==> config.mk <==
export PLATFORM = sky130hd
export DESIGN_NAME = tcm_mult
export DESIGN_NICKNAME = d
export VERILOG_FILES = /design/src/rtl/tcm_pkg.sv /design/src/rtl/tcm_pp_array.sv /design/src/rtl/tcm_col_probe.sv /design/src/rtl/tcm_round_sum.sv /design/src/rtl/tcm_mult.sv
export SDC_FILE = /design/constraint.sdc
export NUM_CORES = 1
export LEC_CHECK = 0
export BUFFER_PORTS_ARGS = -buffer_cell sky130_fd_sc_hd__buf_4
export CAP_MARGIN = 5
export CORE_ASPECT_RATIO = 1.25
export CORE_MARGIN = 2
export CORE_UTILIZATION = 50
export DETAILED_ROUTE_END_ITERATION = 10
export HOLD_SLACK_MARGIN = 0.1
export PLACE_DENSITY = 0.71
export SLEW_MARGIN = 20
export SYNTH_ARGS = -nofsm -noshare
export SYNTH_HDL_FRONTEND = slang
export SYNTH_SLANG_ARGS = --single-unit
==> constraint.sdc <==
create_clock -name clk -period 10.6 [get_ports clk]
set_clock_uncertainty 0.2 [all_clocks]
set_input_delay 2.12 -clock clk [delete_from_list [all_inputs] [get_ports clk]]
set_output_delay 2.12 -clock clk [all_outputs]
set_load 0.02 [all_outputs]
==> src/rtl/tcm_pkg.sv <==
package tcm_pkg;

    localparam int unsigned DEF_N = 8;
    localparam int unsigned DEF_K = 2;

    // Correction choice driven by the probed discarded column
    typedef enum logic [1:0] {
        CORR_NOM = 2'd0,
        CORR_DEC = 2'd1,
        CORR_INC = 2'd2
    } corr_sel_e;

    typedef struct packed {
        logic full;
        logic empty;
    } col_state_t;

    // Expected discarded mass with each bit one with probability 1/4,
    // expressed in units of the kept-sum LSB and rounded to nearest.
    function automatic int unsigned nominal_units(int unsigned n, int unsigned k);
        longint unsigned mass;
        longint unsigned unit;
        mass = 0;
        unit = longint'(1) << (n - k);
        for (int unsigned c = 0; c < n - k; c++) begin
            mass += longint'(c + 1) << c;
        end
        return int'((mass + 2 * unit) / (4 * unit));
    endfunction

    function automatic int unsigned inc_units(int unsigned n, int unsigned k);
        return nominal_units(n, k) + 1;
    endfunction

    function automatic int unsigned dec_units(int unsigned n, int unsigned k);
        int unsigned nom;
        nom = nominal_units(n, k);
        return (nom == 0) ? 0 : nom - 1;
    endfunction

endpackage

==> src/rtl/tcm_pp_array.sv <==
module tcm_pp_array
    import tcm_pkg::*;
#(
    parameter int unsigned N = DEF_N
) (
    input  logic [N-1:0]   opa,
    input  logic [N-1:0]   opb,
    output logic [N*N-1:0] pp
);

    // pp[i*N + j] = opa[i] & opb[j], column i+j
    for (genvar gi = 0; gi < N; gi++) begin : g_row
        for (genvar gj = 0; gj < N; gj++) begin : g_col
            assign pp[gi*N + gj] = opa[gi] & opb[gj];
        end
    end

endmodule

==> src/rtl/tcm_col_probe.sv <==
module tcm_col_probe
    import tcm_pkg::*;
#(
    parameter int unsigned W = DEF_N - DEF_K
) (
    input  logic [W-1:0] col_bits,
    output col_state_t   state,
    output corr_sel_e    sel
);

    always_comb begin
        state.full  = &col_bits;
        state.empty = ~|col_bits;
        if (state.full) begin
            sel = CORR_INC;
        end else if (state.empty) begin
            sel = CORR_DEC;
        end else begin
            sel = CORR_NOM;
        end
    end

endmodule

==> src/rtl/tcm_round_sum.sv <==
module tcm_round_sum
    import tcm_pkg::*;
#(
    parameter int unsigned N = DEF_N,
    parameter int unsigned K = DEF_K
) (
    input  logic [N*N-1:0] pp,
    input  corr_sel_e      sel,
    output logic [N-1:0]   result
);

    localparam int unsigned LOW   = N - K;
    localparam int unsigned ACC_W = N + K + 2;
    localparam int unsigned NOM_U = nominal_units(N, K);
    localparam int unsigned INC_U = inc_units(N, K);
    localparam int unsigned DEC_U = dec_units(N, K);
    localparam logic [ACC_W-1:0] RND_ONE = ACC_W'(1) << (K - 1);

    logic [ACC_W-1:0] kept_sum;
    logic [ACC_W-1:0] corr_v;
    logic [ACC_W-1:0] rnd_sum;
    logic [ACC_W-1:0] shifted;
    logic             overflow;

    // Weighted sum of the kept columns, LSB weight 2^LOW
    always_comb begin
        kept_sum = '0;
        for (int i = 0; i < int'(N); i++) begin
            for (int j = 0; j < int'(N); j++) begin
                if (i + j >= int'(LOW)) begin
                    kept_sum = kept_sum + (ACC_W'(pp[i*int'(N) + j]) << (i + j - int'(LOW)));
                end
            end
        end
    end

    always_comb begin
        unique case (sel)
            CORR_INC: corr_v = ACC_W'(INC_U);
            CORR_DEC: corr_v = ACC_W'(DEC_U);
            default:  corr_v = ACC_W'(NOM_U);
        endcase
    end

    assign rnd_sum  = kept_sum + corr_v + RND_ONE;
    assign shifted  = rnd_sum >> K;
    assign overflow = |shifted[ACC_W-1:N];
    assign result   = overflow ? '1 : shifted[N-1:0];

endmodule

==> src/rtl/tcm_mult.sv <==
module tcm_mult
    import tcm_pkg::*;
#(
    parameter int unsigned N = DEF_N,
    parameter int unsigned K = DEF_K
) (
    input  logic         clk,
    input  logic         rst,
    input  logic [N-1:0] opa,
    input  logic [N-1:0] opb,
    output logic [N-1:0] prod_hi
);

    localparam int unsigned LOW = N - K;

    logic [N*N-1:0] pp;
    logic [LOW-1:0] probe_bits;
    col_state_t     col_st;
    corr_sel_e      sel;
    logic [N-1:0]   result;

    tcm_pp_array #(.N(N)) u_pp (
        .opa (opa),
        .opb (opb),
        .pp  (pp)
    );

    // Diagonal of column LOW-1: opa[g] & opb[LOW-1-g]
    for (genvar g = 0; g < LOW; g++) begin : g_probe
        assign probe_bits[g] = pp[g*N + (LOW - 1 - g)];
    end

    tcm_col_probe #(.W(LOW)) u_probe (
        .col_bits (probe_bits),
        .state    (col_st),
        .sel      (sel)
    );

    tcm_round_sum #(.N(N), .K(K)) u_sum (
        .pp     (pp),
        .sel    (sel),
        .result (result)
    );

    always_ff @(posedge clk) begin
        if (rst) begin
            prod_hi <= '0;
        end else begin
            prod_hi <= result;
        end
    end


    full_col_raises_chk: assert property (@(posedge clk) disable iff (rst)
        ((&opa) && (&opb)) |-> (sel == CORR_INC && col_st.full));


    empty_col_lowers_chk: assert property (@(posedge clk) disable iff (rst)
        (opa == '0) |-> (sel == CORR_DEC && col_st.empty));


    zero_operand_chk: assert property (@(posedge clk) disable iff (rst)
        ((opa == '0) || (opb == '0)) |=> (prod_hi == '0));


    hold_result_chk: assert property (@(posedge clk) disable iff (rst)
        (!$past(rst) && opa == $past(opa) && opb == $past(opb)) |=> $stable(prod_hi));

endmodule

Word level (Yosys, flattened, before mapping)
Index checks and enable logic that the tools add are counted.
W data, S select, Z words.
Cells by class
  add/sub/neg operators: 44
  eq/ne operators: 2
  multiplexer cells: 4
  bitwise operators: 49
  reduce and logical (&&, ||, !) cells: 3
Operator list (number)
  $add A12 B2 Y12: 7
  $add A12 B3 Y12: 7
  $add A12 B1 Y12: 6
  $add A12 B4 Y12: 6
  $add A12 B5 Y12: 5
  $and A1 B1 Y1: 49
  $add A12 B6 Y12: 4
  $add A12 B7 Y12: 3
  $add A12 B8 Y12: 2
  $add A12 B12 Y12: 1
  $add A12 B2 Y12 const B: 1
  $add A12 B9 Y12: 1
  $mux W8: 1
  $reduce_and A6 Y1: 1
  $reduce_or A6 Y1: 1
  $pmux W2 S2: 1
  $add A1 B2 Y3: 1
  $eq A2 B1 Y1 const B: 1
  $eq A2 B2 Y1 const B: 1
  $mux W2: 1
  $reduce_or A2 Y1: 1
  $mux W1: 1
Storage, ports and cells
  flip-flop bits (word level): 8
  input port bits: 18
  output and inout port bits: 8
  logic and storage cells: 103

Longest topological paths before layout
Gate-level depths: netlist (run 1).
  word-level depth: 47
  mapped depth: 16
  gate-level depth less buffers: 16

Cells and area by module
Synthesis (run 1) repeated with hierarchy kept, for this count alone.
Second synthesis, totals
  cells, all modules: 256
  area total of the unflattened synthesis: 2138.3 µm²
By module, submodules not included
  tcm_round_sum: instances 1, cells each 169, area each 1485.2 µm², sequential area each 0.0 µm²
  tcm_pp_array: instances 1, cells each 64, area each 400.4 µm², sequential area each 0.0 µm²
  tcm_mult: instances 1, cells each 16, area each 210.2 µm², sequential area each 160.2 µm²
  tcm_col_probe: instances 1, cells each 7, area each 42.5 µm², sequential area each 0.0 µm²

Worst setup path after synthesis (run 1)
OpenSTA, ideal clock, no wires.
  kind: input to register
  start: input port opa[2]
  end: register prod_hi[0]
  setup time: 0.130 ns
  arrival: 6.032 ns
  data required time: 10.270 ns
  slack: 4.238 ns
  cell stages on the path: 13
  path buffers: 0
  cells stage by stage: and2_1 -> fa_1 -> fa_1 -> fa_1 -> inv_1 -> fa_1 -> inv_1 -> ha_1 -> a21o_1 -> a221o_2 -> a41oi_2 -> mux2i_2 -> a21oi_1
Between the ends
  longest elaborated chain between the ends: 43
  elaborated cells between the ends (all ways): 54
  those cells by class: 40 x add/sub; 2 x eq/ne; 4 x mux; 5 x bitwise; 3 x reduce/logical
Ends and longest elaborated chain
  start: declaration: RTL line tcm_mult.sv:9  | input logic [N-1:0] opa,
  $and A1 B1 Y1: RTL line tcm_pp_array.sv:14  | assign pp[gi*N + gj] = opa[gi] & opb[gj];
  $add A12 B1 Y12: RTL line tcm_round_sum.sv:31  | kept_sum = kept_sum + (ACC_W'(pp[i*int'(N) + j]) << (i + j - int'(LOW)));
  $add A12 B2 Y12: RTL line tcm_round_sum.sv:31
  $add A12 B3 Y12: RTL line tcm_round_sum.sv:31
  $add A12 B4 Y12: RTL line tcm_round_sum.sv:31
  $add A12 B1 Y12: RTL line tcm_round_sum.sv:31
  $add A12 B2 Y12: RTL line tcm_round_sum.sv:31
  $add A12 B3 Y12: RTL line tcm_round_sum.sv:31
  [27 not listed]
  $add A12 B6 Y12: RTL line tcm_round_sum.sv:31
  $add A12 B7 Y12: RTL line tcm_round_sum.sv:31
  $add A12 B8 Y12: RTL line tcm_round_sum.sv:31
  $add A12 B9 Y12: RTL line tcm_round_sum.sv:31
  $add A12 B12 Y12 (*): RTL line tcm_round_sum.sv:45  | assign rnd_sum = kept_sum + corr_v + RND_ONE;
  $add A12 B2 Y12 (*): RTL line tcm_round_sum.sv:45
  $reduce_or A2 Y1: RTL line tcm_round_sum.sv:47  | assign overflow = |shifted[ACC_W-1:N];
  $mux W8 (*): RTL line tcm_round_sum.sv:48  | assign result = overflow ? '1 : shifted[N-1:0];
  end signal: assignment: RTL line tcm_mult.sv:49  | prod_hi <= result;
  end: declaration: RTL line tcm_mult.sv:11  | output logic [N-1:0] prod_hi
Every way passes the cells marked *; elsewhere a longest branch is shown, timed or not.
A chain may end at the register's enable or synchronous reset.

Final worst setup path (run 1)
  start: input port opa[2]
  end: register prod_hi[1]
Same word-level chain as after synthesis.

==> impl_metrics.yaml, run 1 <==
run_status:
  outcome: "completed"
synthesis:
  syn_inst: 183
  synth_top_area_share_pct: 33.0
  syn_avg_cell_area_sq_um: 9.61
  synth_edf_count: 0
  synthXorXnorAreaFrac_pct: 3.49
  seq_area_frac_synth_pct: 9.11
  synth_compound_area_share_pct: 12.7
  synth_top_family_by_area: "adder cells"
  synth_nets: 254
  ys_types: 33
  yosys_warnings: 0
  synth.area.mux_share_pct: 0.783
  yosysTopAreaCell: "fa_1"
  ys_ff_latch: 8
  ys.flop_type: "dfxtp_1"
  synthSimpleGateAreaFrac_pct: 18.9
  ys_async_sr_fraction_pct: 0
  syn_area_sq_um: 1760
  synth.area.top_cells: "fa_1, ha_1, and2_1"
  synthAdderAreaFrac_pct: 50.1
  synth_commonest_cells: "and2_1, fa_1, ha_1"
final_layout:
  nets: 283
  n_antenna_cell: 0
  fill_cells: 311
  area_growth_pct: 15.6
  drive_gt1_share_pct: 17.1
  final_cell_area_sq_um: 2030
  regMostFlops: "prod_hi"
  largest_reg_flops: 8
  multi_input_area_sq_um: 1510
  top_regs: "prod_hi x8"
  fin_cells: 249
  seq_area_sq_um: 160
cts:
  clock_sinks: 8
  cts_setup_buffers: 0
  numCtsBuffers: 3
  clock_path_buffers: 2
  tritoncts: "built"
  cts.clk_slew.worst_paths_ns: 0.04
  htree_levels: 1
  postCtsResizedCells: 0
  hold_buffers: 0
  cts_root_buffer: "clkbuf_8"
die:
  die_w_microns: 57.0
  start_util_pct: 51.4
  die_h_microns: 70.3
  io_pins: 26
  std_cell_rows: 24
  design.core.area_sq_um: 3420
  dieArea_sq_um: 4010
route:
  drt_iter0_drc: 23
  viasPerCell: 5.63
  drc: 0
  wl_per_cell_microns: 14.8
  first_pass_iters: 4
  wirelength_microns: 3690
  via_count: 1403
  antenna_left: 0
global_routing:
  grt_max_degree: 10
  antenna_found_initial: 0
  grt.total_usage_pct: 19.5
  grt_overflow: 0
  grt_pass1_wl_microns: 6300
  grt_pass1_vias: 1454
power_and_ir_drop:
  p_leak_uw: 0.00104
  power_density_nw_per_um2: 182
  irDropWorstVdd_uv: 149
timing:
  setup_viol: 0
  fin_setup_tns_ns: 0
  fmax_mhz: 154
  timing.final.crit_period_ns: 6.49
  tightest_slew_ns: 0.541
  hold_viol_final: 0
  slew-limit-headroom_pct: 63.6
  min_period_over_period_pct: 61.3
  rsz0062_at_grt: "no"
  drv_slew: 0
setup_path:
  cpMaxStageDelayCell: "fa_1"
  cp.buffers_inverters: 3
  startpoint_type: "input port"
  crit_family: "adder cells"
  cpPeakStageDelay_ns: 0.54
  cp_cell_sequence: "buf_4 -> and2_1 -> fa_1 -> fa_1 -> fa_1 -> inv_1 -> fa_1 -> inv_1 -> ha_1 -> a21o_1 -> a221o_2 -> a41oi_2 -> mux2i_2 -> a21oi_1"
  endpoint_kind: "register"
  path_class: "in2reg"
  worstPathArrival_ns: 6.38
  cpMostUsedCell: "fa_1"
  worst-path-max-fanout: 8
  worstPathRequired_ns: 10.49
job:
  cap_viol_max_count: 0
worst_hold_path:
  hp-class: "in2reg"
placed_design:
  placed_area_sq_um: 1990
  portBuffers: 25
  gp_congestion: 0.838
  hpwlAfterDp_microns: 3180
  dp.cells: 246
worst paths after layout:
| check | endpoint | slack [ns] | cells past startpoint | start |
|---|---|---|---|---|
| setup / recovery | prod_hi[1]$_SDFF_PP0_ | 4.11 | 14 | opa[2] |
| hold / removal | prod_hi[5]$_SDFF_PP0_ | 1.90 | 2 | rst |
routing by layer:
| layer | share of wire [%] | wire length [microns] | GRT usage [%] |
|---|---|---|---|
| met1 | 40 | 1490 | 24.1 |
| met2 | 57 | 2090 | 36.0 |
| met3 | 2.1 | 77 | 1.85 |
| met5 | 0 | 0 | 0 |
| met4 | 0.92 | 34 | 4.39 |
cell families after synthesis:
group | after synthesis
XOR/XNOR | 7
AND/OR/NAND/NOR | 58
adder cells (fa/ha/maj) | 53
multiplexers | 1
AO/OA/AOI/OAI | 33
flip-flops | 8
buffers and inverters | 23
layout make-up:
cell class                 instances  share of cell area, %
timing repair buffer              25                   9.24
sequential                         8                   7.88
clock buffer                       3                   2.03
inverter                          22                   4.06
multi-input combinational        152                   74.4
tap                               39                   2.40
cell usage in the layout (no fill, tap or decap), types with 2 or more instances in the layout:
| cell type | instances |
|---|---|
| a22oi_1 | 3 |
| nand2b_1 | 2 |
| dfxtp_1 | 8 |
| nand2_1 | 13 |
| and2_1 | 29 |
| and2_2 | 4 |
| buf_4 | 25 |
| a21o_1 | 3 |
| xnor2_1 | 3 |
| ha_1 | 24 |
| fa_1 | 29 |
| clkbuf_8 | 3 |
| nor2_1 | 4 |
| a31oi_1 | 3 |
| a21oi_1 | 11 |
| xor2_1 | 4 |
| o21ai_0 | 3 |
| and3_1 | 2 |
| inv_1 | 22 |
through the flow:
stage	setup WS [ns]	power [uW]	util [%]	hold slack [ns]
finish	4.11	369	59.4	1.90
global route	3.93	410	59.4	1.92
CTS	4.10	374	59.4	1.90
detailed placement	3.86	333	58.2	2.14
global placement	3.97	327	58.2	2.14
floorplan	4.24	261	-	2.21
where the power goes:
group	switching (uW)	leakage [uW]	internal [uW]
clock	12.7	0.0000216	24.7
combinational	157	0.000956	129
sequential	2.86	0.0000664	42.2
total	173	0.00104	196
Power figures use the tool's default switching activity.
==> run 2, diff against run 1 <==
- PLACE_DENSITY: 0.71 -> 0.74
- clock period: 10.6 -> 5.8 ns (I/O delays scaled with it)
==> run 2 against run 1 <==
Clock power increased by 71%. Highest routed layer unchanged. Setup slack got worse by 3.9 ns. Clock-buffer cell count is the same.
==> impl_metrics.yaml, run 2 (same netlist as run 1, synthesis figures left out) <==
run_status:
  outcome: "completed"
power_and_ir_drop:
  p_total_uw: 662
  irDropWorstVdd_uv: 237
  power_density_nw_per_um2: 325
  p_leak_uw: 0.00105
die:
  design.core.area_sq_um: 3420
  die_w_microns: 57.0
  io_pins: 26
  std_cell_rows: 24
  die_h_microns: 70.3
  dieArea_sq_um: 4010
  start_util_pct: 51.4
route:
  antenna_left: 0
  wl_per_cell_microns: 13.8
  via_count: 1376
  drt_iter0_drc: 41
  first_pass_iters: 4
  wirelength_microns: 3440
  drc: 0
  viasPerCell: 5.50
setup_path:
  cpMaxStageDelayCell: "fa_1"
  cpMostUsedCell: "fa_1"
  cpPeakStageDelay_ns: 0.54
  path_class: "in2reg"
  worst-path-max-fanout: 8
  startpoint_type: "input port"
  cp_cell_sequence: "buf_4 -> and2_1 -> fa_1 -> fa_1 -> fa_1 -> inv_1 -> fa_1 -> inv_1 -> ha_1 -> a21o_1 -> a221o_2 -> a41oi_2 -> mux2i_2 -> a21oi_1"
  worstPathRequired_ns: 5.68
  worstPathArrival_ns: 5.43
  endpoint_kind: "register"
cts:
  htree_levels: 1
  clock_sinks: 8
  cts.clk_slew.worst_paths_ns: 0.04
  cts_root_buffer: "clkbuf_8"
  hold_buffers: 0
  clock_path_buffers: 2
  postCtsResizedCells: 0
  tritoncts: "built"
  cts_setup_buffers: 0
  numCtsBuffers: 3
final_layout:
  multi_input_area_sq_um: 1510
  regMostFlops: "prod_hi"
  fill_cells: 319
  seq_area_sq_um: 160
  n_antenna_cell: 0
  largest_reg_flops: 8
  area_growth_pct: 16.0
  final_cell_mix: "and2_1, fa_1, buf_4, ha_1, inv_1"
  top_regs: "prod_hi x8"
  nets: 284
  drive_gt1_share_pct: 17.5
global_routing:
  grt_pass1_vias: 1424
  grt_pass1_wl_microns: 6110
  grt.total_usage_pct: 19.0
  antenna_found_initial: 0
  grt_overflow: 0
  grt_max_degree: 10
placed_design:
  gp_congestion: 0.865
  hpwlAfterDp_microns: 3010
  portBuffers: 25
timing:
  min_period_over_period_pct: 95.6
  rsz0062_at_grt: "no"
  tightest_slew_ns: 0.527
  slew-limit-headroom_pct: 64.5
  whs_ns: 0.955
  timing.final.crit_period_ns: 5.55
  fin_setup_tns_ns: 0
  fmax_mhz: 180
  drv_slew: 0
  setup_viol: 0
  hold_viol_final: 0
worst_hold_path:
  hp-class: "in2reg"
job:
  cap_viol_max_count: 0
-- run 2: changes by cell type in the layout (fill, tap and decap cells not counted), sizes merged --
cell,previous run,this run
buf,25,26
-- run 2: critical path, delay by kind of cell --
kind            cells  cell delay, ns
mux                 1            0.44
buf+inv             3            0.22
compound gates      4            0.96
simple gates        1            0.17
fa+ha+maj           5            2.47
-- run 2: final cells by class --
type | count | share of cell area [%]
clock buffers | 3 | 2.02
inverters | 22 | 4.05
multi-input cells | 152 | 74.1
well taps | 39 | 2.39
flip-flops and latches | 8 | 7.85
repair buffers | 26 | 9.57
-- run 2: worst paths after layout --
| path | start | endpoint | slack (ns) | cells after the start |
|---|---|---|---|---|
| max | opa[2] | prod_hi[7]$_SDFF_PP0_ | 0.25 | 14 |
| min | rst | prod_hi[0]$_SDFF_PP0_ | 0.96 | 2 |
-- run 2: metrics by stage --
| step | instances | instance area [sq um] | utilization [%] | setup slack, ns |
|---|---|---|---|---|
| 6_report | 250 | 2040 | 59.6 | 0.252 |
| 3_5_place_dp | 247 | 2000 | 58.4 | 0.0317 |
| 5_1_grt | 250 | 2040 | 59.6 | 0.0472 |
| 3_3_place_gp | 247 | 2000 | 58.4 | 0.0842 |
| 4_1_cts | 250 | 2040 | 59.6 | 0.258 |
| 2_1_floorplan | 183 | 1760 | - | 0.398 |
-- run 2: routing by layer --
metal / wire [microns] / vias to the layer above / GRT usage [%]
li1: - / 668 / -
met1: 1460 / 686 / 24.1
met2: 1850 / 16 / 33.5
met3: 78 / 6 / 3.33
met4: 48 / 0 / 4.13
met5: 0 / - / 0
-- run 2: where the power goes --
group / switching, uW / total, uW / internal [uW]
sequential: 5.07 / 82.2 / 77.1
combinational: 280 / 516 / 236
clock: 19.3 / 64.0 / 44.7
==> run 3, diff against run 2 <==
- clock period: 5.8 -> 4.65 ns (I/O delays scaled with it)
==> run 3 against run 2 <==
The flow now finishes with violations (negative setup slack). Final cell count up 16%. Clock-buffer cell count is the same. Clock power up 29%. Largest cell class unchanged. Critical path type unchanged.
==> impl_metrics.yaml, run 3 (same netlist as run 1, synthesis figures left out) <==
run_status:
  outcome: "complete, but fails checks"
  violations: "negative setup slack"
global_routing:
  grt_max_degree: 9
  grt_pass1_vias: 1627
  grt.total_usage_pct: 21.2
  antenna_found_initial: 0
  grt_pass1_wl_microns: 6880
  grt_overflow: 0
placed_design:
  dp.cells: 287
  hpwlAfterDp_microns: 3260
  gp_congestion: 0.869
  portBuffers: 25
timing:
  hold_viol_final: 0
  rsz0062_at_grt: "yes"
  tightest_slew_ns: 0.325
  min_period_over_period_pct: 103
  setup_viol: 8
  timing.final.crit_period_ns: 4.78
  fmax_mhz: 209
  slew-limit-headroom_pct: 78.3
  drv_slew: 0
  fin_ws_ns: -0.130
final_layout:
  regMostFlops: "prod_hi"
  drive_gt1_share_pct: 40.1
  seq_area_sq_um: 160
  area_growth_pct: 40.8
  multi_input_area_sq_um: 1610
  fill_cells: 262
  final_cell_mix: "buf_4, fa_1, and2_1, ha_1, inv_1"
  final_common_cell: "buf_4"
  n_antenna_cell: 0
  nets: 325
  top_regs: "prod_hi x8"
  fin_cells: 291
  largest_reg_flops: 8
worst_hold_path:
  worstHoldStart: "rst"
  holdPathStages: 2
  hp-class: "in2reg"
  whs_endpoint: "prod_hi[3]$_SDFF_PP0_"
route:
  viasPerCell: 5.22
  dr.max_layer_used: "met4"
  via_count: 1518
  wl_met2_microns: 2240
  wl_per_cell_microns: 13.4
  first_pass_iters: 4
  drc: 0
  wl_met3_microns: 73
  drt_iter0_drc: 26
  wirelength_microns: 3890
  antenna_left: 0
  wl_met1_microns: 1560
setup_path:
  worst-path-max-fanout: 8
  worstPathArrival_ns: 4.69
  startpoint_type: "input port"
  worstPathRequired_ns: 4.56
  endpoint_kind: "register"
  path_class: "in2reg"
power_and_ir_drop:
  comb_power_share_pct: 82.8
  p_leak_uw: 0.00128
  power_density_nw_per_um2: 434
  power_frac_seq_pct: 9.5
  p_int_uw: 617
  sw_frac_of_total_pct: 42.6
  power.switching_uw: 458
  p_total_uw: 1080
  irDropWorstVdd_uv: 433
  p_clk_share_pct: 7.7
cts:
  tritoncts: "built"
  clock_path_buffers: 2
  cts_root_buffer: "clkbuf_8"
  clock_sinks: 8
  numCtsBuffers: 3
  hold_buffers: 0
  cts.clk_slew.worst_paths_ns: 0.04
  htree_levels: 1
die:
  std_cell_rows: 24
  die_h_microns: 70.3
  dieArea_sq_um: 4010
  design.core.area_sq_um: 3420
  die_w_microns: 57.0
  start_util_pct: 51.4
  io_pins: 26
job:
  cap_viol_max_count: 0
## run 3: cell count changes in the layout (fill, tap and decap cells not counted), sizes merged
cell,before,now
buf,26,67
## run 3: area by class of cell
type / instances / share of cell area (%)
sequential: 8 / 6.47
inverter: 22 / 3.34
clock buffer: 3 / 1.67
tap: 39 / 1.97
multi-input combinational: 152 / 65.2
timing repair buffer: 67 / 21.4
## run 3: critical path: stages
cell and delay [ns]:
buf_8 0.10, and2_4 0.15, fa_1 0.57, fa_1 0.43, fa_1 0.51, inv_2 0.04
fa_1 0.50, inv_2 0.05, ha_4 0.21, a21o_1 0.17, a221o_2 0.39, a41oi_2 0.18
mux2i_2 0.25, buf_6 0.15, a21oi_1 0.06
## run 3: through the flow
stage,setup slack [ns],cell area [sq um],util [%],setup TNS [ns],hold slack (ns)
global route,-0.232,2470,72.3,-1.71,0.724
floorplan,-0.171,1780,-,-1.37,1.02
global placement,-0.399,2320,67.7,-2.79,0.953
finish,-0.130,2470,72.3,-0.994,0.713
CTS,-0.138,2450,71.7,-0.958,0.708
detailed placement,-0.414,2320,67.7,-3.18,0.954
## run 3: how the worst max path moves through the flow
stage                       from                    end  slack [ns]  cells past startpoint
after floorplan           opb[2]  prod_hi[0]$_SDFF_PP0_       -0.17                     13
after global placement    opa[3]  prod_hi[7]$_SDFF_PP0_       -0.40                     15
after detailed placement  opa[3]  prod_hi[7]$_SDFF_PP0_       -0.41                     13
after CTS                 opb[4]  prod_hi[7]$_SDFF_PP0_       -0.14                     13
after global routing      opa[2]  prod_hi[5]$_SDFF_PP0_       -0.23                     15
final                     opa[2]  prod_hi[7]$_SDFF_PP0_       -0.13                     15
## run 3: timing repair
action / in CTS / in global routing
pin swaps: 8 / 5
setup endpoints to repair: 8 / 8
resized for setup: 24 / 3
setup buffers: 1 / 0
## run 3: layer usage
metal  vias up  track usage (%)
met5         -                0
met4         0             1.55
met3         2             3.33
met2        13             38.6
met1       754             27.4
li1        749                -
## run 3: power by group through the flow
stage	Clock [uW]	Combinational [uW]	Sequential [uW]
after global placement	0	791	103
final	82.5	890	102
after floorplan	0	485	134
after global routing	89.0	997	104
after detailed placement	0	807	103
after CTS	84.5	876	102
